## src/rtl/mreg_pkg.sv

```systemverilog
package mreg_pkg;
   localparam int WORD_W = 32;
   localparam int HALF_W = WORD_W / 2;
   localparam int STROBE_BIT = 0;
   localparam int FIELD_LSB = STROBE_BIT + 1;

   typedef enum logic {
      PULSE_COMB = 1'b0,
      PULSE_REG  = 1'b1
   } pulse_mode_e;
endpackage

```

## src/rtl/mreg_decode.sv

```systemverilog
module mreg_decode #(
   parameter int BUS_AW = 8,
   parameter logic [BUS_AW-1:0] REG_ADDR = 8'h20,
   parameter int WORD_W = 32,
   localparam int HALF_W = WORD_W / 2
) (
   input  logic              bus_we,
   input  logic [BUS_AW-1:0] bus_addr,
   input  logic [WORD_W-1:0] bus_wdata,
   output logic              hit_o,
   output logic              wr_en_o,
   output logic [HALF_W-1:0] wr_val_o,
   output logic [HALF_W-1:0] wr_mask_o
);
   generate
      if (WORD_W % 2 != 0) begin : g_bad_word
         $error("mreg_decode: WORD_W must be even");
      end
   endgenerate

   always_comb begin
      hit_o     = (bus_addr == REG_ADDR);
      wr_en_o   = bus_we && hit_o;
      wr_val_o  = bus_wdata[HALF_W-1:0];
      wr_mask_o = bus_wdata[WORD_W-1:HALF_W];
   end
endmodule

```

## src/rtl/mreg_store.sv

```systemverilog
module mreg_store #(
   parameter int HALF_W = 16
) (
   input  logic              clk,
   input  logic              rst_n,
   input  logic              wr_en,
   input  logic [HALF_W-1:0] wr_val,
   input  logic [HALF_W-1:0] wr_mask,
   output logic [HALF_W-1:0] q
);
   generate
      if (HALF_W < 1) begin : g_bad_half
         $error("mreg_store: HALF_W must be positive");
      end
      for (genvar i = 0; i < HALF_W; i++) begin : g_bit
         logic take;
         assign take = wr_en & wr_mask[i];
         always_ff @(posedge clk) begin
            if (!rst_n) begin
               q[i] <= 1'b0;
            end else if (take) begin
               q[i] <= wr_val[i];
            end
         end
      end
   endgenerate
endmodule

```

## src/rtl/mreg_strobe.sv

```systemverilog
module mreg_strobe #(
   parameter int CFG_AW = 6,
   parameter int CFG_DW = 4,
   parameter mreg_pkg::pulse_mode_e MODE = mreg_pkg::PULSE_COMB
) (
   input  logic              clk,
   input  logic              rst_n,
   input  logic              strobe,
   input  logic [CFG_AW-1:0] addr_in,
   input  logic [CFG_DW-1:0] data_in,
   output logic              wr_o,
   output logic [CFG_AW-1:0] addr_o,
   output logic [CFG_DW-1:0] data_o
);
   logic strobe_d;
   logic rise;

   always_ff @(posedge clk) begin
      if (!rst_n) begin
         strobe_d <= 1'b0;
      end else begin
         strobe_d <= strobe;
      end
   end

   assign rise = strobe & ~strobe_d;

   generate
      if (MODE == mreg_pkg::PULSE_COMB) begin : g_comb
         assign wr_o   = rise;
         assign addr_o = addr_in;
         assign data_o = data_in;
      end else begin : g_reg
         logic              wr_q;
         logic [CFG_AW-1:0] addr_q;
         logic [CFG_DW-1:0] data_q;
         always_ff @(posedge clk) begin
            if (!rst_n) begin
               wr_q   <= 1'b0;
               addr_q <= '0;
               data_q <= '0;
            end else begin
               wr_q   <= rise;
               addr_q <= addr_in;
               data_q <= data_in;
            end
         end
         assign wr_o   = wr_q;
         assign addr_o = addr_q;
         assign data_o = data_q;
      end
   endgenerate
endmodule

```

## src/rtl/cfgport_mreg.sv

```systemverilog
module cfgport_mreg #(
   parameter int BUS_AW = 8,
   parameter logic [BUS_AW-1:0] REG_ADDR = 8'h20,
   parameter int CFG_AW = 6,
   parameter int CFG_DW = 4,
   parameter mreg_pkg::pulse_mode_e MODE = mreg_pkg::PULSE_COMB,
   localparam int WORD_W = mreg_pkg::WORD_W,
   localparam int HALF_W = mreg_pkg::HALF_W,
   localparam int ADDR_LSB = mreg_pkg::FIELD_LSB,
   localparam int DATA_LSB = ADDR_LSB + CFG_AW,
   localparam int USED_W = DATA_LSB + CFG_DW
) (
   input  logic              clk,
   input  logic              rst_n,
   input  logic              bus_we,
   input  logic [BUS_AW-1:0] bus_addr,
   input  logic [WORD_W-1:0] bus_wdata,
   output logic [WORD_W-1:0] bus_rdata,
   output logic              cfg_wr_o,
   output logic [CFG_AW-1:0] cfg_addr_o,
   output logic [CFG_DW-1:0] cfg_data_o
);
   generate
      if (USED_W > HALF_W) begin : g_bad_fields
         $error("cfgport_mreg: configuration fields exceed the stored half");
      end
      if (CFG_AW < 1 || CFG_DW < 1) begin : g_bad_widths
         $error("cfgport_mreg: field widths must be positive");
      end
   endgenerate

   logic              hit;
   logic              wr_en;
   logic [HALF_W-1:0] wr_val;
   logic [HALF_W-1:0] wr_mask;
   logic [HALF_W-1:0] low_q;

   mreg_decode #(
      .BUS_AW  (BUS_AW),
      .REG_ADDR(REG_ADDR),
      .WORD_W  (WORD_W)
   ) u_decode (
      .bus_we   (bus_we),
      .bus_addr (bus_addr),
      .bus_wdata(bus_wdata),
      .hit_o    (hit),
      .wr_en_o  (wr_en),
      .wr_val_o (wr_val),
      .wr_mask_o(wr_mask)
   );

   mreg_store #(
      .HALF_W(HALF_W)
   ) u_store (
      .clk    (clk),
      .rst_n  (rst_n),
      .wr_en  (wr_en),
      .wr_val (wr_val),
      .wr_mask(wr_mask),
      .q      (low_q)
   );

   mreg_strobe #(
      .CFG_AW(CFG_AW),
      .CFG_DW(CFG_DW),
      .MODE  (MODE)
   ) u_strobe (
      .clk    (clk),
      .rst_n  (rst_n),
      .strobe (low_q[mreg_pkg::STROBE_BIT]),
      .addr_in(low_q[DATA_LSB-1:ADDR_LSB]),
      .data_in(low_q[USED_W-1:DATA_LSB]),
      .wr_o   (cfg_wr_o),
      .addr_o (cfg_addr_o),
      .data_o (cfg_data_o)
   );

   assign bus_rdata = hit ? {{HALF_W{1'b0}}, low_q} : '0;
endmodule

```

## config.mk

```make
export PLATFORM = sky130hd
export DESIGN_NAME = cfgport_mreg
export DESIGN_NICKNAME = d
export VERILOG_FILES = /design/src/rtl/mreg_pkg.sv /design/src/rtl/mreg_decode.sv /design/src/rtl/mreg_store.sv /design/src/rtl/mreg_strobe.sv /design/src/rtl/cfgport_mreg.sv
export SDC_FILE = /design/constraint.sdc
export NUM_CORES = 1
export LEC_CHECK = 0
export BUFFER_PORTS_ARGS = -buffer_cell sky130_fd_sc_hd__buf_4
export CAP_MARGIN = 0
export CELL_PAD_IN_SITES_DETAIL_PLACEMENT = 0
export CELL_PAD_IN_SITES_GLOBAL_PLACEMENT = 1
export CORE_AREA = 2 2 67 69
export DETAILED_ROUTE_END_ITERATION = 10
export DIE_AREA = 0 0 69 71
export HOLD_SLACK_MARGIN = 0.06
export MAX_ROUTING_LAYER = met4
export PLACE_DENSITY = 0.87
export SLEW_MARGIN = 30
export SYNTH_ARGS = -nofsm -noshare
export SYNTH_HDL_FRONTEND = slang
export SYNTH_SLANG_ARGS = --single-unit
```

## constraint.sdc

```tcl
create_clock -name clk -period 2.83 [get_ports clk]
set_clock_uncertainty 0.2 [all_clocks]
set_input_delay 0.1415 -clock clk [delete_from_list [all_inputs] [get_ports clk]]
set_output_delay 0.1415 -clock clk [all_outputs]
set_load 0.05 [all_outputs]
```

==> impl_metrics.ini <==
[status]
status = finished, final reports clean

[grt]
grt_max_degree = 33
met2_usage_pct = 23.4
antenna_found_initial = 0
gr-total-overflow = 0
grt_pass1_wl_um = 5270
top_usage_layer = met2
met1_usage_pct = 15.6
first_global_vias = 1155
grt_usage_pct = 13.6
use_met3_pct = 2.56

[synthesis]
ys_ff_latch = 17
syn_inst = 139
yosysSeqAreaShare_pct = 30.1
syn_area_mm2 = 0.00113
synth.avg_cell_area_um2 = 8.14
ys_types = 12
yosys_warnings = 0

[pwr]
pwr-share-clk_pct = 32.6
power.total_w = 0.000560
p_per_area_mw_per_mm2 = 295
ir_drop_mv = 0.110
p_seq_share_pct = 42.8
leakagePower_nw = 1.07
pwr-share-comb_pct = 24.6
sw_frac_of_total_pct = 29.2
power_switching_w = 0.000163
p_int_w = 0.000396

[finish]
fill_cells = 452
antenna_cells = 0
final_cell_mix = 71 x buf_4, 32 x nand2_1, 32 x dlygate4sd3_1
nNetsFinal = 268
final_layout_size_suffix_gt1_share_pct = 33.9
stdcell_area_mm2 = 0.00190
area_delta_synth_final_pct = 67.9
final_core_util_pct = 45.2
final_common_cell = buf_4

[die]
die_y_um = 71
start_util_pct = 26.9
num_rows = 24
die_w_um = 69
num_io_pins = 86
core_area_mm2 = 0.00420
dieArea_mm2 = 0.00490

[flow_run]
timing.max_cap.violations = 0

[critical_path]
critical_path_class = input pin to register
cp_max_fo = 32
start_kind = input pin
cpMostUsedCell = buf_4
crit_path_end_kind = register
crit_slowest_cell = dlygate4sd3_1
arrival_ns = 1.70
required_ns = 2.77
worstPathCellList = buf_4 > nor4b_4 > buf_4 > nand4_1 > mux2i_1 > dlygate4sd3_1
crit_family = buffers and inverters
crit_buf_inv = 3
max_stage_delay_ns = 0.55

[clocking]
cts_max_path_buffers = 2
clk_pin_slew_worst_paths_ns = 0.07
clock-sinks = 17
clkLatencyLatePin_ns = 0.25
h-tree-depth = 1
cts_resized = 0
tritoncts = yes
numCtsBuffers = 3
cts_root_buf = clkbuf_8

[placed_design]
place_congestion = 0.676
pre_cts_slack_ns = 1.21
hpwl_um = 2130
placed_cell_area_mm2 = 0.00153
io_buffer_count = 69

[timing]
fin_crit_ns = 1.77
setup_ws_ns = 1.06
rsz0062_at_grt = false
min_period_over_period_pct = 62.4
fin_tns_setup_ns = 0
hold_viol = 0
finalSetupViolCount = 0
max_freq_ghz = 0.566
slew_viol_final = 0

[min_path]
hp-class = input pin to register

[drt]
drt_iter0_drc = 19
num_vias = 1198
wirelength_um = 3240
drtAntennaViolNets = 0
firstDrtPassIters = 4
drc = 0
routedWlPerCell_um = 11.7
viasPerCell = 4.34
## synthesized netlist by cell type
cell type  instances  share of area, %
inv_1              1              0.33
nor4_4             1               1.9
clkbuf_1           7               2.3
nor2b_1            1              0.55
mux2i_1           16                14
nand2_1           32                11
buf_4             30                20
dfxtp_1           17                30
nand4_1           16               8.8
and3_1            16               8.8
nor4b_4            1               2.1
conb_1             1              0.33
## per-stage QoR
step	hold slack, ns	instances
global placement	0.198	240
floorplan	0.0571	154
global route	0.149	276
detailed placement	0.203	240
finish	0.110	276
CTS	0.110	276
## power groups by stage
| stage | Sequential (W) | Clock, W | Combinational (W) |
|---|---|---|---|
| after global placement | 0.000245 | 0 | 0.000119 |
| after CTS | 0.000239 | 0.000192 | 0.000138 |
| final | 0.000239 | 0.000182 | 0.000138 |
| after global routing | 0.000239 | 0.000203 | 0.000146 |
| after floorplan | 0.000245 | 0 | 0.0000857 |
| after detailed placement | 0.000245 | 0 | 0.000120 |
## registers in the layout, indices dropped and copies added (netlist names)
name and count:
u_strobe.strobe_d 1, u_store.q 16
## path summary, 6_finish.rpt
kind                        startpoint                      endpoint  slack [ns]  depth (start not counted)
max                        bus_addr[1]     u_store.q[9]$_SDFFE_PN0P_        1.06                          6
min                              rst_n  u_strobe.strobe_d$_SDFF_PN0_        0.11                          3
max reg2reg  u_store.q[9]$_SDFFE_PN0P_     u_store.q[9]$_SDFFE_PN0P_        1.45                          3
min reg2reg  u_store.q[0]$_SDFFE_PN0P_  u_strobe.strobe_d$_SDFF_PN0_        0.27                          2
## logic make-up (layout without fill, tap and decap cells)
kind of cell           after synthesis  in the layout  share of synthesized area, %
AND/OR/NAND/NOR                     67             67                          32.9
buffers and inverters               38            108                          22.6
flip-flops                          17             17                          30.1
multiplexers                        16             16                          14.2
other                                1             16                         0.332
## routing by layer
layer / wire, um / up-vias / share of wire [%]
li1: - / 600 / -
met1: 1260 / 547 / 39
met2: 1710 / 47 / 53
met3: 233 / 4 / 7.2
met4: 38 / 0 / 1.2
met5: 0 / - / 0
## worst register-to-register path, stage by stage, from the launching register on
cell and delay [ns]:
dfxtp_1 0.35, nand2_1 0.07, mux2i_1 0.15, dlygate4sd3_1 0.55
## what timing repair did
item / CTS / global route
hold endpoints to repair: 16 / 0
hold buffers: 32 / 0
setup buffers: 0 / 0
## cell type report
cell class / count / area, um^2 / area share [%]
sequential: 17 / 340 / 17.9
clock buffer: 4 / 45.0 / 2.37
multi-input combinational: 99 / 592 / 31.2
inverter: 1 / 3.75 / 0.198
timing repair buffer: 103 / 853 / 44.9
tap: 52 / 65.1 / 3.43
Power figures use the tool's default switching activity.
